==> src/rtl/sched_pkg.sv <==
package sched_pkg;

  typedef logic [15:0] ord_t;

  typedef enum logic {GD_IDLE, GD_BUSY} guard_st_e;

  // count seen so far in this period, restarting on a period strobe
  function automatic ord_t ord_base(ord_t cnt, logic start);
    return start ? '0 : cnt;
  endfunction

  // the strobe in this cycle is the chosen ordinal
  function automatic logic ord_hit(ord_t base, logic vld, ord_t pick);
    return vld && (base == pick - 16'd1);
  endfunction

  // advance, saturating at the chosen ordinal
  function automatic ord_t ord_next(ord_t base, logic vld, ord_t pick);
    return (vld && (base < pick)) ? base + 16'd1 : base;
  endfunction

endpackage

==> src/rtl/ordinal_picker.sv <==
module ordinal_picker
  import sched_pkg::*;
#(
  parameter int DW   = 16,
  parameter int PICK = 125
) (
  input  logic          clk,
  input  logic          rst_n,
  input  logic          start_i,
  input  logic          vld_i,
  input  logic [DW-1:0] data_i,
  output logic [DW-1:0] hold_o,
  output logic          got_o,
  output logic          miss_o
);

  localparam ord_t PICK_O = ord_t'(PICK);

  ord_t cnt_q;
  ord_t base_w;
  logic hit_w;
  logic seen_q;

  assign base_w = ord_base(cnt_q, start_i);
  assign hit_w  = ord_hit(base_w, vld_i, PICK_O);
  // period closes without the chosen sample (not for the first start)
  assign miss_o = start_i && seen_q && !got_o;

  always_ff @(posedge clk) begin
    if (!rst_n) begin
      cnt_q  <= '0;
      got_o  <= 1'b0;
      seen_q <= 1'b0;
      hold_o <= '0;
    end else begin
      cnt_q <= ord_next(base_w, vld_i, PICK_O);
      got_o <= start_i ? hit_w : (got_o | hit_w);
      if (start_i) seen_q <= 1'b1;
      if (hit_w) hold_o <= data_i;
    end
  end

  // held value moves only on an accepted strobe
  p_hold_stable_r2 : assert property (@(posedge clk) disable iff (!rst_n)
    !vld_i |=> $stable(hold_o));

  // ordinal count never runs past the chosen sample
  p_cnt_bound_r4 : assert property (@(posedge clk) disable iff (!rst_n)
    cnt_q <= PICK_O);

  // a period strobe without a sample empties the count
  p_cnt_restart_r4 : assert property (@(posedge clk) disable iff (!rst_n)
    (start_i && !vld_i) |=> (cnt_q == '0));

endmodule

==> src/rtl/deadline_guard.sv <==
module deadline_guard
  import sched_pkg::*;
#(
  parameter int DEADLINE = 64
) (
  input  logic clk,
  input  logic rst_n,
  input  logic fire_i,
  input  logic start_i,
  input  logic done_i,
  output logic irq_o,
  output logic ovr_o
);

  localparam int TW = $clog2(DEADLINE + 1);
  localparam logic [TW-1:0] LAST = TW'(DEADLINE - 1);

  guard_st_e st_q;
  logic [TW-1:0] tmr_q;
  logic late_w;

  assign irq_o  = (st_q == GD_BUSY);
  assign late_w = start_i || (tmr_q == LAST);
  assign ovr_o  = irq_o && !done_i && late_w;

  always_ff @(posedge clk) begin
    if (!rst_n) begin
      st_q  <= GD_IDLE;
      tmr_q <= '0;
    end else begin
      case (st_q)
        GD_IDLE: begin
          tmr_q <= '0;
          if (fire_i) st_q <= GD_BUSY;
        end
        GD_BUSY: begin
          if (done_i || late_w) begin
            st_q  <= GD_IDLE;
            tmr_q <= '0;
          end else begin
            tmr_q <= tmr_q + 1'b1;
          end
        end
        default: st_q <= GD_IDLE;
      endcase
    end
  end

  // completion ends the request at the next edge
  p_irq_drop_r6 : assert property (@(posedge clk) disable iff (!rst_n)
    (irq_o && done_i) |=> !irq_o);

  // timer never passes the deadline
  p_tmr_bound_r7 : assert property (@(posedge clk) disable iff (!rst_n)
    tmr_q <= LAST);

endmodule

==> src/rtl/foc_sample_sched.sv <==
module foc_sample_sched
  import sched_pkg::*;
#(
  parameter int ADC_W       = 16,
  parameter int POS_W       = 16,
  parameter int ADC_PICK    = 125,
  parameter int POS_PICK    = 4,
  parameter int DEADLINE_CYC = 64
) (
  input  logic             clk,
  input  logic             rst_n,
  input  logic             period_start_i,
  input  logic             adc_vld_i,
  input  logic [ADC_W-1:0] adc_data_i,
  input  logic             pos_vld_i,
  input  logic [POS_W-1:0] pos_data_i,
  input  logic             calc_done_i,
  input  logic             err_clr_i,
  output logic [ADC_W-1:0] cur_hold_o,
  output logic [POS_W-1:0] pos_hold_o,
  output logic             irq_o,
  output logic             overrun_o,
  output logic             adc_miss_o,
  output logic             pos_miss_o
);

  localparam int NFLAG = 3;

  logic adc_got, pos_got;
  logic adc_miss_evt, pos_miss_evt, ovr_evt;
  logic fired_q, fire_w;
  logic [NFLAG-1:0] flag_evt, flag_q;

  ordinal_picker #(.DW(ADC_W), .PICK(ADC_PICK)) u_adc_pick (
    .clk(clk), .rst_n(rst_n), .start_i(period_start_i),
    .vld_i(adc_vld_i), .data_i(adc_data_i),
    .hold_o(cur_hold_o), .got_o(adc_got), .miss_o(adc_miss_evt)
  );

  ordinal_picker #(.DW(POS_W), .PICK(POS_PICK)) u_pos_pick (
    .clk(clk), .rst_n(rst_n), .start_i(period_start_i),
    .vld_i(pos_vld_i), .data_i(pos_data_i),
    .hold_o(pos_hold_o), .got_o(pos_got), .miss_o(pos_miss_evt)
  );

  // one request per period, once both samples are latched
  assign fire_w = adc_got && pos_got && !fired_q && !period_start_i;

  always_ff @(posedge clk) begin
    if (!rst_n) fired_q <= 1'b0;
    else        fired_q <= period_start_i ? 1'b0 : (fired_q | fire_w);
  end

  deadline_guard #(.DEADLINE(DEADLINE_CYC)) u_guard (
    .clk(clk), .rst_n(rst_n), .fire_i(fire_w), .start_i(period_start_i),
    .done_i(calc_done_i), .irq_o(irq_o), .ovr_o(ovr_evt)
  );

  assign flag_evt = {ovr_evt, pos_miss_evt, adc_miss_evt};

  for (genvar g = 0; g < NFLAG; g++) begin : g_flag
    always_ff @(posedge clk) begin
      if (!rst_n) flag_q[g] <= 1'b0;
      else        flag_q[g] <= flag_evt[g] | (flag_q[g] & ~err_clr_i);
    end
  end

  assign adc_miss_o = flag_q[0];
  assign pos_miss_o = flag_q[1];
  assign overrun_o  = flag_q[2];

  // request follows both captures
  p_irq_after_both_r5 : assert property (@(posedge clk) disable iff (!rst_n)
    $rose(irq_o) |-> $past(adc_got && pos_got));

  // overrun only while a request was pending
  p_ovr_needs_irq_r7 : assert property (@(posedge clk) disable iff (!rst_n)
    $rose(overrun_o) |-> $past(irq_o));

  // period boundary during a pending request is an overrun
  p_ovr_on_start_r8 : assert property (@(posedge clk) disable iff (!rst_n)
    (irq_o && period_start_i && !calc_done_i) |=> (overrun_o && !irq_o));

  // missing-sample flags appear only at a period boundary
  p_adc_miss_at_start_r9 : assert property (@(posedge clk) disable iff (!rst_n)
    $rose(adc_miss_o) |-> $past(period_start_i));

  p_pos_miss_at_start_r9 : assert property (@(posedge clk) disable iff (!rst_n)
    $rose(pos_miss_o) |-> $past(period_start_i));

endmodule

==> config.mk <==
export PLATFORM = sky130hd
export DESIGN_NAME = foc_sample_sched
export DESIGN_NICKNAME = d
export VERILOG_FILES = /design/src/rtl/sched_pkg.sv /design/src/rtl/ordinal_picker.sv /design/src/rtl/deadline_guard.sv /design/src/rtl/foc_sample_sched.sv
export SDC_FILE = /design/constraint.sdc
export NUM_CORES = 1
export LEC_CHECK = 0
export BUFFER_PORTS_ARGS = -buffer_cell sky130_fd_sc_hd__buf_2
export CORE_ASPECT_RATIO = 1.75
export CORE_MARGIN = 4
export CORE_UTILIZATION = 55
export CTS_CLUSTER_DIAMETER = 80
export CTS_CLUSTER_SIZE = 25
export DETAILED_ROUTE_END_ITERATION = 8
export GPL_ROUTABILITY_DRIVEN = 1
export HOLD_SLACK_MARGIN = 0.12
export PLACE_DENSITY = 0.8
export SLEW_MARGIN = 10
export SYNTH_ARGS = -nofsm -noshare
export SYNTH_HDL_FRONTEND = slang
export SYNTH_SLANG_ARGS = --single-unit
==> constraint.sdc <==
create_clock -name clk -period 4.77 [get_ports clk]
set_input_delay 0.2385 -clock clk [delete_from_list [all_inputs] [get_ports clk]]
set_output_delay 0.2385 -clock clk [all_outputs]
set_load 0.01 [all_outputs]
; Yosys cells after proc, flatten, opt, wreduce, memory -nomap -nowiden
; Cells that the tools add are included.
[totals]
wordCells = 64
regBits = 79
in_bits = 39
output_inout_bits = 36
[op_classes]
eq_ne = 3
n_bitwise = 12
n_mux = 11
reduce_logical = 20
magnitude_cmp = 2
add_sub_neg = 3
[ops]
columns = operator, count
row1 = $mux 16, 4
row2 = $add 16x1->16 const B, 2
row3 = $eq 16x2->1 const B, 1
row4 = $eq 16x7->1 const B, 1
row5 = $lt 16x3->1 const B, 1
row6 = $lt 16x7->1 const B, 1
row7 = $pmux 7 s2, 1
row8 = $logic_and 1x1->1, 12
row9 = $add 7x1->7 const B, 1
row10 = $eq 7x6->1 const B, 1
row11 = $mux 7, 1
row12 = $or 1x1->1, 6
row13 = $logic_not 1->1, 5
row14 = $mux 1, 4
row15 = $and 1x1->1, 3
row16 = $not 1->1, 3
row17 = $logic_or 1x1->1, 2
row18 = $pmux 1 s2, 1
row19 = $reduce_or 2->1, 1

; Depth between registers and ports, before layout
; Gate-level depths: netlist of the first run.
[logic_depth]
word_depth = 5
ltp_mapped = 9
depth_no_buf = 6

; Hierarchy
; A second synthesis of the first run with hierarchy kept.
[hier_totals]
cells_unflattened = 347
hier_area_um2 = 3303.2
[by_module_without_submodules]
columns = module, area_per_inst_um2, seq_area_each_um2, instances, cells_per_inst
row1 = ordinal_picker at u_adc_pick, 1526.5, 680.7, 1, 173
row2 = ordinal_picker at u_pos_pick, 1292.5, 680.7, 1, 125
row3 = deadline_guard, 336.6, 160.2, 1, 35
row4 = foc_sample_sched, 147.6, 80.1, 1, 14

; Least setup slack after synthesis of the first run
; OpenSTA, ideal clock, no wires.
[synth_path]
kind = input-to-reg
from = in period_start_i
to = reg u_adc_pick.got_o
path_buffers = 3
stages = 9
slack_ns = 2.920
t_arrival_ns = 1.735
required_ns = 4.655
setup_ns = 0.115
path_cell_list = buf_1 nand2b_1 ha_1 and3b_1 buf_2 nand3_1 clkbuf_1 o22ai_1 and2_1
[synth_via]
elab_chain_cells = 5
[synth_rtl]
columns = element, line
row1 = start: declaration, foc_sample_sched.sv:12  ; input logic period_start_i,
row2 = $mux 16, sched_pkg.sv:9  ; return start ? '0 : cnt;
row3 = $eq 16x7->1, sched_pkg.sv:14  ; return vld && (base == pick - 16'd1);
row4 = $logic_and 1x1->1, sched_pkg.sv:14
row5 = $or 1x1->1, ordinal_picker.sv:37  ; got_o <= start_i ? hit_w : (got_o | hit_w);
row6 = $mux 1 (*), ordinal_picker.sv:37
row7 = end signal: assignment, ordinal_picker.sv:37
row8 = end: declaration, ordinal_picker.sv:13  ; output logic got_o,
; Every way passes the cells marked *; elsewhere a longest branch is shown, timed or not.
; A chain may end at the register's enable or synchronous reset.

; Final worst setup path of the first run
[layout_path]
from = reg u_pos_pick.cnt_q[15]
to = reg u_pos_pick.hold_o[6]
[layout_via]
elab_chain_cells = 3
[layout_rtl]
columns = element, line
row1 = start: declaration, ordinal_picker.sv:19  ; ord_t cnt_q;
row2 = start signal: assignment, ordinal_picker.sv:36  ; cnt_q <= ord_next(base_w, vld_i, PICK_O);
row3 = $mux 16, sched_pkg.sv:9
row4 = $eq 16x2->1, sched_pkg.sv:14
row5 = $logic_and 1x1->1, sched_pkg.sv:14
row6 = end signal: assignment, ordinal_picker.sv:39  ; if (hit_w) hold_o <= data_i;
row7 = end: declaration, ordinal_picker.sv:12  ; output logic [DW-1:0] hold_o,
; No other way between the ends.

==> parameters.txt, run 1 <==
Parameter                              Value

Clocking
  Clk buf depth    2
  Cts repair resizes    0
  TritonCTS clock tree    done
  H-Tree Depth    3
  Clock-pin slew of the registers on the worst-case setup and hold paths    80 ps
  Clock buffers created by TritonCTS    9
  Master cell of the clock root buffer    sky130_fd_sc_hd__clkbuf_8
  Clk Latency, worst-skew pair    350 ps
  Clock net sink count    79

Routing
  DRC marker count from the first detailed-route iteration    135
  Via Count    2568
  DRT Pass-1 Iters    4
  Routed length per instance    13.7 um
  Total wire length    6710 um
  Number of design rule violations left after detail routing    0
  Via density    5.25
  Antenna Nets Post-Route    0

Floorplanning
  Die Footprint    0.00708 mm^2
  Initial core utilization    56.7%
  Number of standard-cell rows in the floorplan    36
  Number of top-level pins    75
  Core region area    0.00559 mm^2
  Horizontal die dimension    65.4 um
  Vertical extent of the die    108 um

Cells and area
  Filler cells    473
  Layout-stage area growth over the synthesis result    21.8%
  Final instance area    0.00385 mm^2
  Utilization after layout    69.0%
  Post-route insts no fill    489
  Final net count    451
  Antenna diode instance count    0
  Share of layout cells above drive strength 1    23.5%

Setup path
  Sequence of cells on the critical path    nor4_1, a41oi_1, nor2b_2, mux2i_1
  RR Endpoint    u_pos_pick.hold_o[6]
  CP Data Required Time    5050 ps
  Flop-to-flop setup slack    2490 ps
  Worst Path Max Fanout    18
  Critical Path AT    2560 ps
  Delay of the slowest critical-path stage    970 ps
  Critical path start-end classification    flip-flop to flip-flop
  Kind of launch point of the worst setup path    flip-flop
  Number of cells on the worst reg-to-reg path    4
  Worst path slowest cell    sky130_fd_sc_hd__nor2b_2
  CP Capture Type    flip-flop
  Launching point of the worst reg2reg path    u_pos_pick.cnt_q[15]

Synthesis
  Synth async-reset ratio    0%
  Warning count from the yosys run    0
  Netlist area before placement    0.00317 mm^2
  Number of storage elements in the synthesis netlist    79
  Average cell area after synthesis    9.48 um^2
  Yosys top cell by area    sky130_fd_sc_hd__dfxtp_1
  Number of enable flip-flop cells after synthesis    0
  Number of distinct library cells after synthesis    44
  Top post-synthesis cells by area    sky130_fd_sc_hd__dfxtp_1 (50%), sky130_fd_sc_hd__mux2i_1 (6.3%), sky130_fd_sc_hd__and2_1 (5.3%)
  Post-Syn Nets    377
  Main synth FF type    sky130_fd_sc_hd__dfxtp_1
  Top-area cell type share of the netlist area    50.0%
  Number of instances in the synthesized netlist    334
  Sequential cell area fraction in the yosys report    50.0%

Outcome
  Outcome    finished, final reports clean

STA
  Worst Skew    8.41 ps
  Tcrit/Tclk final    47.8%
  Highest clock frequency the design can meet    0.439 GHz
  Number of hold violations in the final report    0
  Smallest hold slack    128 ps
  Unrepaired setup endpoints after global routing    no
  Clock period minus worst slack    2280 ps
  Setup TNS    0 ps
  Slew at the pin with the worst max-slew slack    1180 ps
  Setup Viol. Count Final    0
  Normalized max-slew margin    21.3%
  Final-report max-slew violation count    0
  Worst path setup slack after routing    2490 ps

GRT
  All-Layer GR Usage    20.2%
  Congestion Overflow GR    0
  Number of global-route vias before repair    2489
  First-pass GRT wire length    11100 um
  Pin count of the biggest net entering global routing    69
  Number of antenna violations at the first check in global routing    0

Min path
  HP Start    pos_data_i[14]
  Worst hold path stage count    3
  Worst hold endpoint    u_pos_pick.hold_o[14]
  Kind of path behind the tightest hold check    input pin to flip-flop

Pwr
  VDD IR-drop max    255 uV
  Power density relative to cell area    329 mW/mm^2
  Leakage power    1.60 nW
  Total power    1.27 mW

Placed design
  Worst Setup Slack post-DPL    2220 ps
  Detailed-placement wirelength estimate    4670 um
  Post-Place Cells    466
  Area after detailed placement    0.00356 mm^2
  IO buf count    74
  Routability congestion estimate    0.763

Run
  Number of violations of the max-capacitance limit    0
## report_power, final
part	switching (mW)	internal, mW
Combinational	0.0307	0.0284
Clock	0.236	0.309
Sequential	0.00190	0.663
Total	0.269	1.00
## Yosys cell counts (all sizes together), types with 2 or more instances
master	n
and3	2
a21boi	18
nand3	5
xor2	2
nand4	18
mux2i	20
nand2b	4
nand2	42
buf	6
o21a	3
nor3	3
and2	29
or4	2
o21ai	21
nor2b	10
o22ai	3
o31ai	2
dfxtp	79
nor2	10
and4b	3
nor4	6
ha	4
inv	11
a21oi	3
xnor2	3
clkbuf	14
## cells by family after synthesis
kind of cell / synth area share, %
simple gates: 24.8
flops: 50.0
compound gates: 11.9
buf+inv: 4.03
mux: 6.32
xor+xnor: 1.38
fa+ha+maj: 1.58
## repair_timing
| item | in CTS | in global routing |
|---|---|---|
| setup endpoints to repair | 0 | 0 |
| hold buffers | 5 | 2 |
| hold endpoints to repair | 5 | 2 |
| buffers inserted | 0 | 0 |
## layout by cell type (no fill, tap or decap), types with 2 or more instances in the layout
cell type / n
sky130_fd_sc_hd__dfxtp_1: 79
sky130_fd_sc_hd__buf_2: 74
sky130_fd_sc_hd__nand2_1: 42
sky130_fd_sc_hd__and2_1: 27
sky130_fd_sc_hd__o21ai_0: 20
sky130_fd_sc_hd__mux2i_1: 20
sky130_fd_sc_hd__nand4_1: 18
sky130_fd_sc_hd__a21boi_0: 16
sky130_fd_sc_hd__inv_1: 11
sky130_fd_sc_hd__nor2_1: 10
sky130_fd_sc_hd__clkbuf_8: 10
sky130_fd_sc_hd__nor2b_1: 9
sky130_fd_sc_hd__dlygate4sd3_1: 7
sky130_fd_sc_hd__nand3_1: 5
sky130_fd_sc_hd__nand2b_1: 4
sky130_fd_sc_hd__nor4_1: 4
sky130_fd_sc_hd__ha_1: 4
sky130_fd_sc_hd__a21oi_1: 3
sky130_fd_sc_hd__and4b_1: 3
sky130_fd_sc_hd__xnor2_1: 3
sky130_fd_sc_hd__nor3_1: 3
sky130_fd_sc_hd__o21a_1: 3
sky130_fd_sc_hd__o22ai_1: 3
sky130_fd_sc_hd__nor4_4: 2
sky130_fd_sc_hd__a21boi_1: 2
sky130_fd_sc_hd__and3_1: 2
sky130_fd_sc_hd__xor2_1: 2
sky130_fd_sc_hd__o31ai_1: 2
sky130_fd_sc_hd__or4_1: 2
sky130_fd_sc_hd__bufinv_16: 2
sky130_fd_sc_hd__buf_4: 2
## state kept, by name, summed over array words and instances (netlist names)
| signal | flops |
|---|---|
| pos_miss_o | 1 |
| overrun_o | 1 |
| fired_q | 1 |
| u_pos_pick.seen_q | 1 |
| u_adc_pick.cnt_q | 16 |
| u_pos_pick.hold_o | 16 |
| u_pos_pick.got_o | 1 |
| u_guard.tmr_q | 7 |
| u_adc_pick.got_o | 1 |
| u_guard.irq_o | 1 |
| u_adc_pick.hold_o | 16 |
| adc_miss_o | 1 |
| u_pos_pick.cnt_q | 16 |
## worst max-delay path, delay by kind of cell (launching register included)
kind            cells  cell delay, ps
flops               1             320
compound gates      1             290
simple gates        2            1300
mux                 1             290
## final cells by class
| cell class | count | area, um^2 | share of cell area (%) |
|---|---|---|---|
| flip-flops and latches | 79 | 1580 | 41.0 |
| multi-input cells | 224 | 1460 | 37.8 |
| repair buffers | 83 | 455 | 11.8 |
| clock buffers | 11 | 141 | 3.67 |
| well taps | 76 | 95.1 | 2.47 |
| clock inverters | 5 | 81.3 | 2.11 |
| inverters | 11 | 41.3 | 1.07 |
## layer usage
layer  vias to the layer above  share of wire, %  GRT usage, %
li1                       1300                 -             -
met1                      1207                39          22.0
met2                        52                55          35.4
met3                         9               4.5          6.76
met4                         0               1.5          7.86
met5                         -                 0             0
## how the worst max path moves through the flow
stage                               startpoint                    end  slack (ps)
final                     u_pos_pick.cnt_q[15]   u_pos_pick.hold_o[6]        2490
after global routing       u_adc_pick.cnt_q[0]  u_adc_pick.hold_o[14]        2200
after CTS                 u_pos_pick.cnt_q[14]   u_pos_pick.hold_o[6]        2460
after detailed placement        period_start_i   u_adc_pick.hold_o[9]        2220
after global placement          period_start_i  u_adc_pick.hold_o[12]        2320
after floorplan                 period_start_i       u_adc_pick.got_o        2920
(Power assumes the default switching activity.)
==> inputs of run 2 (changes only) <==
ABC_AREA = 1   (was default)
CORE_UTILIZATION = 48   (was 55)
PLACE_DENSITY = 0.73   (was 0.8)
clock period = 2 ns   (was 4.77 ns; I/O delays follow)
==> run 2 against run 1 <==
Clock skew fell by 1.9 ps. Cell count grew 29%. Combinational power rose to 3.1 times the previous value. Die area increased by 17%. Sequential cell count is the same. Worst hold slack gained 71 ps. Worst setup slack got worse by 2400 ps. Largest cell class unchanged. Highest routed layer unchanged.
==> parameters.txt, run 2 <==
Parameter                              Value

Placed design
  Routability congestion estimate    0.848 (+11%)
  IO buf count    74 (unchanged)
  Detailed-placement wirelength estimate    4760 um (+1.9%)

Floorplanning
  Number of top-level pins    75 (unchanged)
  Number of standard-cell rows in the floorplan    39 (+8.3%)
  Die Footprint    0.00831 mm^2 (+17%)
  Vertical extent of the die    118 um (+8.5%)
  Horizontal die dimension    70.6 um (+8.1%)
  Core region area    0.00659 mm^2 (+18%)
  Initial core utilization    50.0% (-6.7 points)

Routing
  Total wire length    7590 um (+13%)
  DRC marker count from the first detailed-route iteration    151 (+12%)
  Via density    4.97 (-5.4%)
  Via Count    3125 (+22%)
  Antenna Nets Post-Route    0 (unchanged)
  Number of design rule violations left after detail routing    0 (unchanged)
  Routed length per instance    12.1 um (-12%)
  DRT Pass-1 Iters    4 (unchanged)

Run
  Number of violations of the max-capacitance limit    0 (unchanged)

Synthesis
  Simple logic cell fraction of the synthesized area    28.4% (+3.6 points)
  Post-synthesis share of cell area spent on xor and xnor gates    0.798% (-0.59 points)
  Synth async-reset ratio    0% (unchanged)
  Netlist area before placement    0.00329 mm^2 (+4.1%)
  Average cell area after synthesis    7.54 um^2 (-20%)
  Post-synthesis mux area share    0% (-6.3 points)
  Ranking of synthesized cells by instance count    sky130_fd_sc_hd__nand2_1 (97), sky130_fd_sc_hd__dfxtp_1 (79), sky130_fd_sc_hd__nor2_1 (59)
  Sequential cell area fraction in the yosys report    48.0% (-2.0 points)
  Number of distinct library cells after synthesis    34 (-23%)
  Top-area cell type share of the netlist area    48.0% (-2.0 points)
  Number of instances in the synthesized netlist    437 (+31%)
  Post-Syn Nets    480 (+27%)
  Adder-cell share of the synthesized area    1.52% (-0.062 points)
  Warning count from the yosys run    0 (unchanged)
  Compound-cell area share of the yosys netlist    10.7% (-1.2 points)
  Number of enable flip-flop cells after synthesis    0 (unchanged)
  Yosys top cell by area    sky130_fd_sc_hd__dfxtp_1
  Largest family of logic cells by synthesized area    simple AND/OR/NAND/NOR gates
  Number of storage elements in the synthesis netlist    79 (unchanged)
  Main synth FF type    sky130_fd_sc_hd__dfxtp_1
  Most used standard cell by instance count after synthesis    sky130_fd_sc_hd__nand2_1
  Top post-synthesis cells by area    sky130_fd_sc_hd__dfxtp_1 (48%), sky130_fd_sc_hd__nand2_1 (11%), sky130_fd_sc_hd__nor2_1 (6.7%)

GRT
  Congestion Overflow GR    0 (unchanged)
  Number of global-route vias before repair    2957 (+19%)
  All-Layer GR Usage    18.7% (-1.5 points)
  First-pass GRT wire length    12600 um (+14%)
  Pin count of the biggest net entering global routing    52 (-25%)
  Number of antenna violations at the first check in global routing    0 (unchanged)

Cells and area
  Final net count    585 (+30%)
  Share of layout cells above drive strength 1    20.5% (-3.0 points)
  Layout-stage area growth over the synthesis result    32.4%
  Utilization after layout    66.2% (-2.8 points)
  Most used cells in the layout excluding fill and tap cells    sky130_fd_sc_hd__nand2_1 (96), sky130_fd_sc_hd__dfxtp_1 (79), sky130_fd_sc_hd__buf_2 (73)
  Most common library cell in the layout ignoring fill and taps    sky130_fd_sc_hd__nand2_1
  Antenna diode instance count    0 (unchanged)

Clocking
  Clk Latency, worst-skew pair    330 ps (-20 ps)
  Clock-pin slew of the registers on the worst-case setup and hold paths    60 ps (-20 ps)
  Post-CTS repair timing setup buffer count    0 (unchanged)
  Clk buf depth    2 (unchanged)
  Master cell of the clock root buffer    sky130_fd_sc_hd__clkbuf_16
  Clock net sink count    79 (unchanged)
  H-Tree Depth    3 (unchanged)
  Clock buffers created by TritonCTS    9 (unchanged)
  TritonCTS clock tree    done

STA
  Slew at the pin with the worst max-slew slack    520 ps (-655 ps)
  Setup Viol. Count Final    0 (unchanged)
  Clock period minus worst slack    1900 ps
  Worst Skew    6.52 ps (-1.89 ps)
  Highest clock frequency the design can meet    0.527 GHz
  Setup TNS    0 ps (unchanged)
  Normalized max-slew margin    65.3% (+44 points)
  Unrepaired setup endpoints after global routing    no
  Number of hold violations in the final report    0 (unchanged)
  Final-report max-slew violation count    0 (unchanged)
  Tcrit/Tclk final    94.9%

Setup path
  Launching point of the worst reg2reg path    u_guard.tmr_q[0]
  Critical path start-end classification    input pin to flip-flop
  Critical Path AT    2120 ps (-440 ps)
  Critical Path Start    period_start_i
  Worst Path Max Fanout    35 (+17)
  Kind of launch point of the worst setup path    input pin
  CP Capture Type    flip-flop
  CP Data Required Time    2220 ps (-2830 ps)

Pwr
  Proportion of power drawn by combinational gates    5.3% (+0.6 points)
  Total power    3.52 mW (+180%)
  VDD IR-drop max    743 uV (+190%)
  Switching Share    19.4% (-1.8 points)
  Power density relative to cell area    806 mW/mm^2 (+140%)
  Leakage power    1.96 nW (+22%)
  Cell internal pwr    2.84 mW (+180%)
  Fraction of power consumed by the clock network    49.6% (+6.6 points)
  Psw    683 uW (+150%)
  Proportion of power drawn by flip-flops and latches    45.1% (-7.3 points)

Min path
  Kind of path behind the tightest hold check    input pin to flip-flop
  HP Start    rst_n

Outcome
  Outcome    finished, final reports clean
==> run 2: cell count changes in the layout (fill, tap and decap cells not counted), sizes merged, moves of 27 or more <==
| cell | previous run | this run |
|---|---|---|
| inv | 11 | 54 |
| and2 | 29 | 0 |
| dlygate4sd3 | 7 | 36 |
| a21oi | 3 | 30 |
| nand2 | 42 | 100 |
| nor2 | 10 | 64 |
==> run 2: final cells by class <==
class / instances / area [um^2]
clock buffer: 13 / 260
clock inverter: 3 / 65.1
fill: 555 / 2220
inverter: 55 / 211
multi-input combinational: 282 / 1370
sequential: 79 / 1580
tap: 82 / 103
timing repair buffer: 115 / 774
==> run 2: logic make-up (layout without fill, tap and decap cells) <==
family / Yosys count / count (layout)
flops: 79 / 79
compound gates: 65 / 65
simple gates: 210 / 210
fa+ha+maj: 4 / 4
xor+xnor: 3 / 3
buf+inv: 76 / 186
==> run 2: timing repair <==
action / in CTS / in global routing
gates resized for setup: 0 / 4
endpoints found under the hold margin: 38 / 0
hold buffers: 36 / 0
setup endpoints to repair: 0 / 16
==> run 2: final timing paths <==
check	endpoint	cells after the start	slack, ps
worst max-delay path	u_adc_pick.hold_o[0]	11	100
worst min-delay path	u_pos_pick.cnt_q[0]	3	200
worst max register to register	overrun_o	6	270
worst min register to register	u_pos_pick.cnt_q[14]	2	430
==> run 2: routing by layer <==
metal	GRT usage, %	vias up	share of wire [%]
met5	0	-	0
met4	8.24	0	2.1
met3	5.38	15	5.8
met2	34.2	87	52
met1	19.2	1429	40
li1	-	1594	-
==> run 2: through the flow <==
step	worst slack (ps)	cell area, um^2	cells	hold WS (ps)
global route	1.79	4360	629	214
global placement	376	3670	577	339
floorplan	519	3290	437	235
finish	102	4360	629	200
CTS	20.3	4350	629	194
detailed placement	277	3670	577	351
==> run 2: critical path, cell delays in order <==
cell	delay (ps)
sky130_fd_sc_hd__dlygate4sd3_1	540
sky130_fd_sc_hd__clkbuf_4	200
sky130_fd_sc_hd__inv_6	120
sky130_fd_sc_hd__nand2_1	140
sky130_fd_sc_hd__ha_1	160
sky130_fd_sc_hd__nand2_1	50
sky130_fd_sc_hd__nor3_1	220
sky130_fd_sc_hd__nand3_2	100
sky130_fd_sc_hd__buf_6	190
sky130_fd_sc_hd__o21ai_0	210
sky130_fd_sc_hd__nor2_1	80
==> run 2: power by group through the flow <==
stage | clock, mW | combinational (mW) | sequential, mW
detailed placement | 0 | 0.131 | 1.62
global route | 1.85 | 0.206 | 1.59
floorplan | 0 | 0.0805 | 1.62
global placement | 0 | 0.129 | 1.62
finish | 1.75 | 0.186 | 1.59
CTS | 1.78 | 0.182 | 1.59
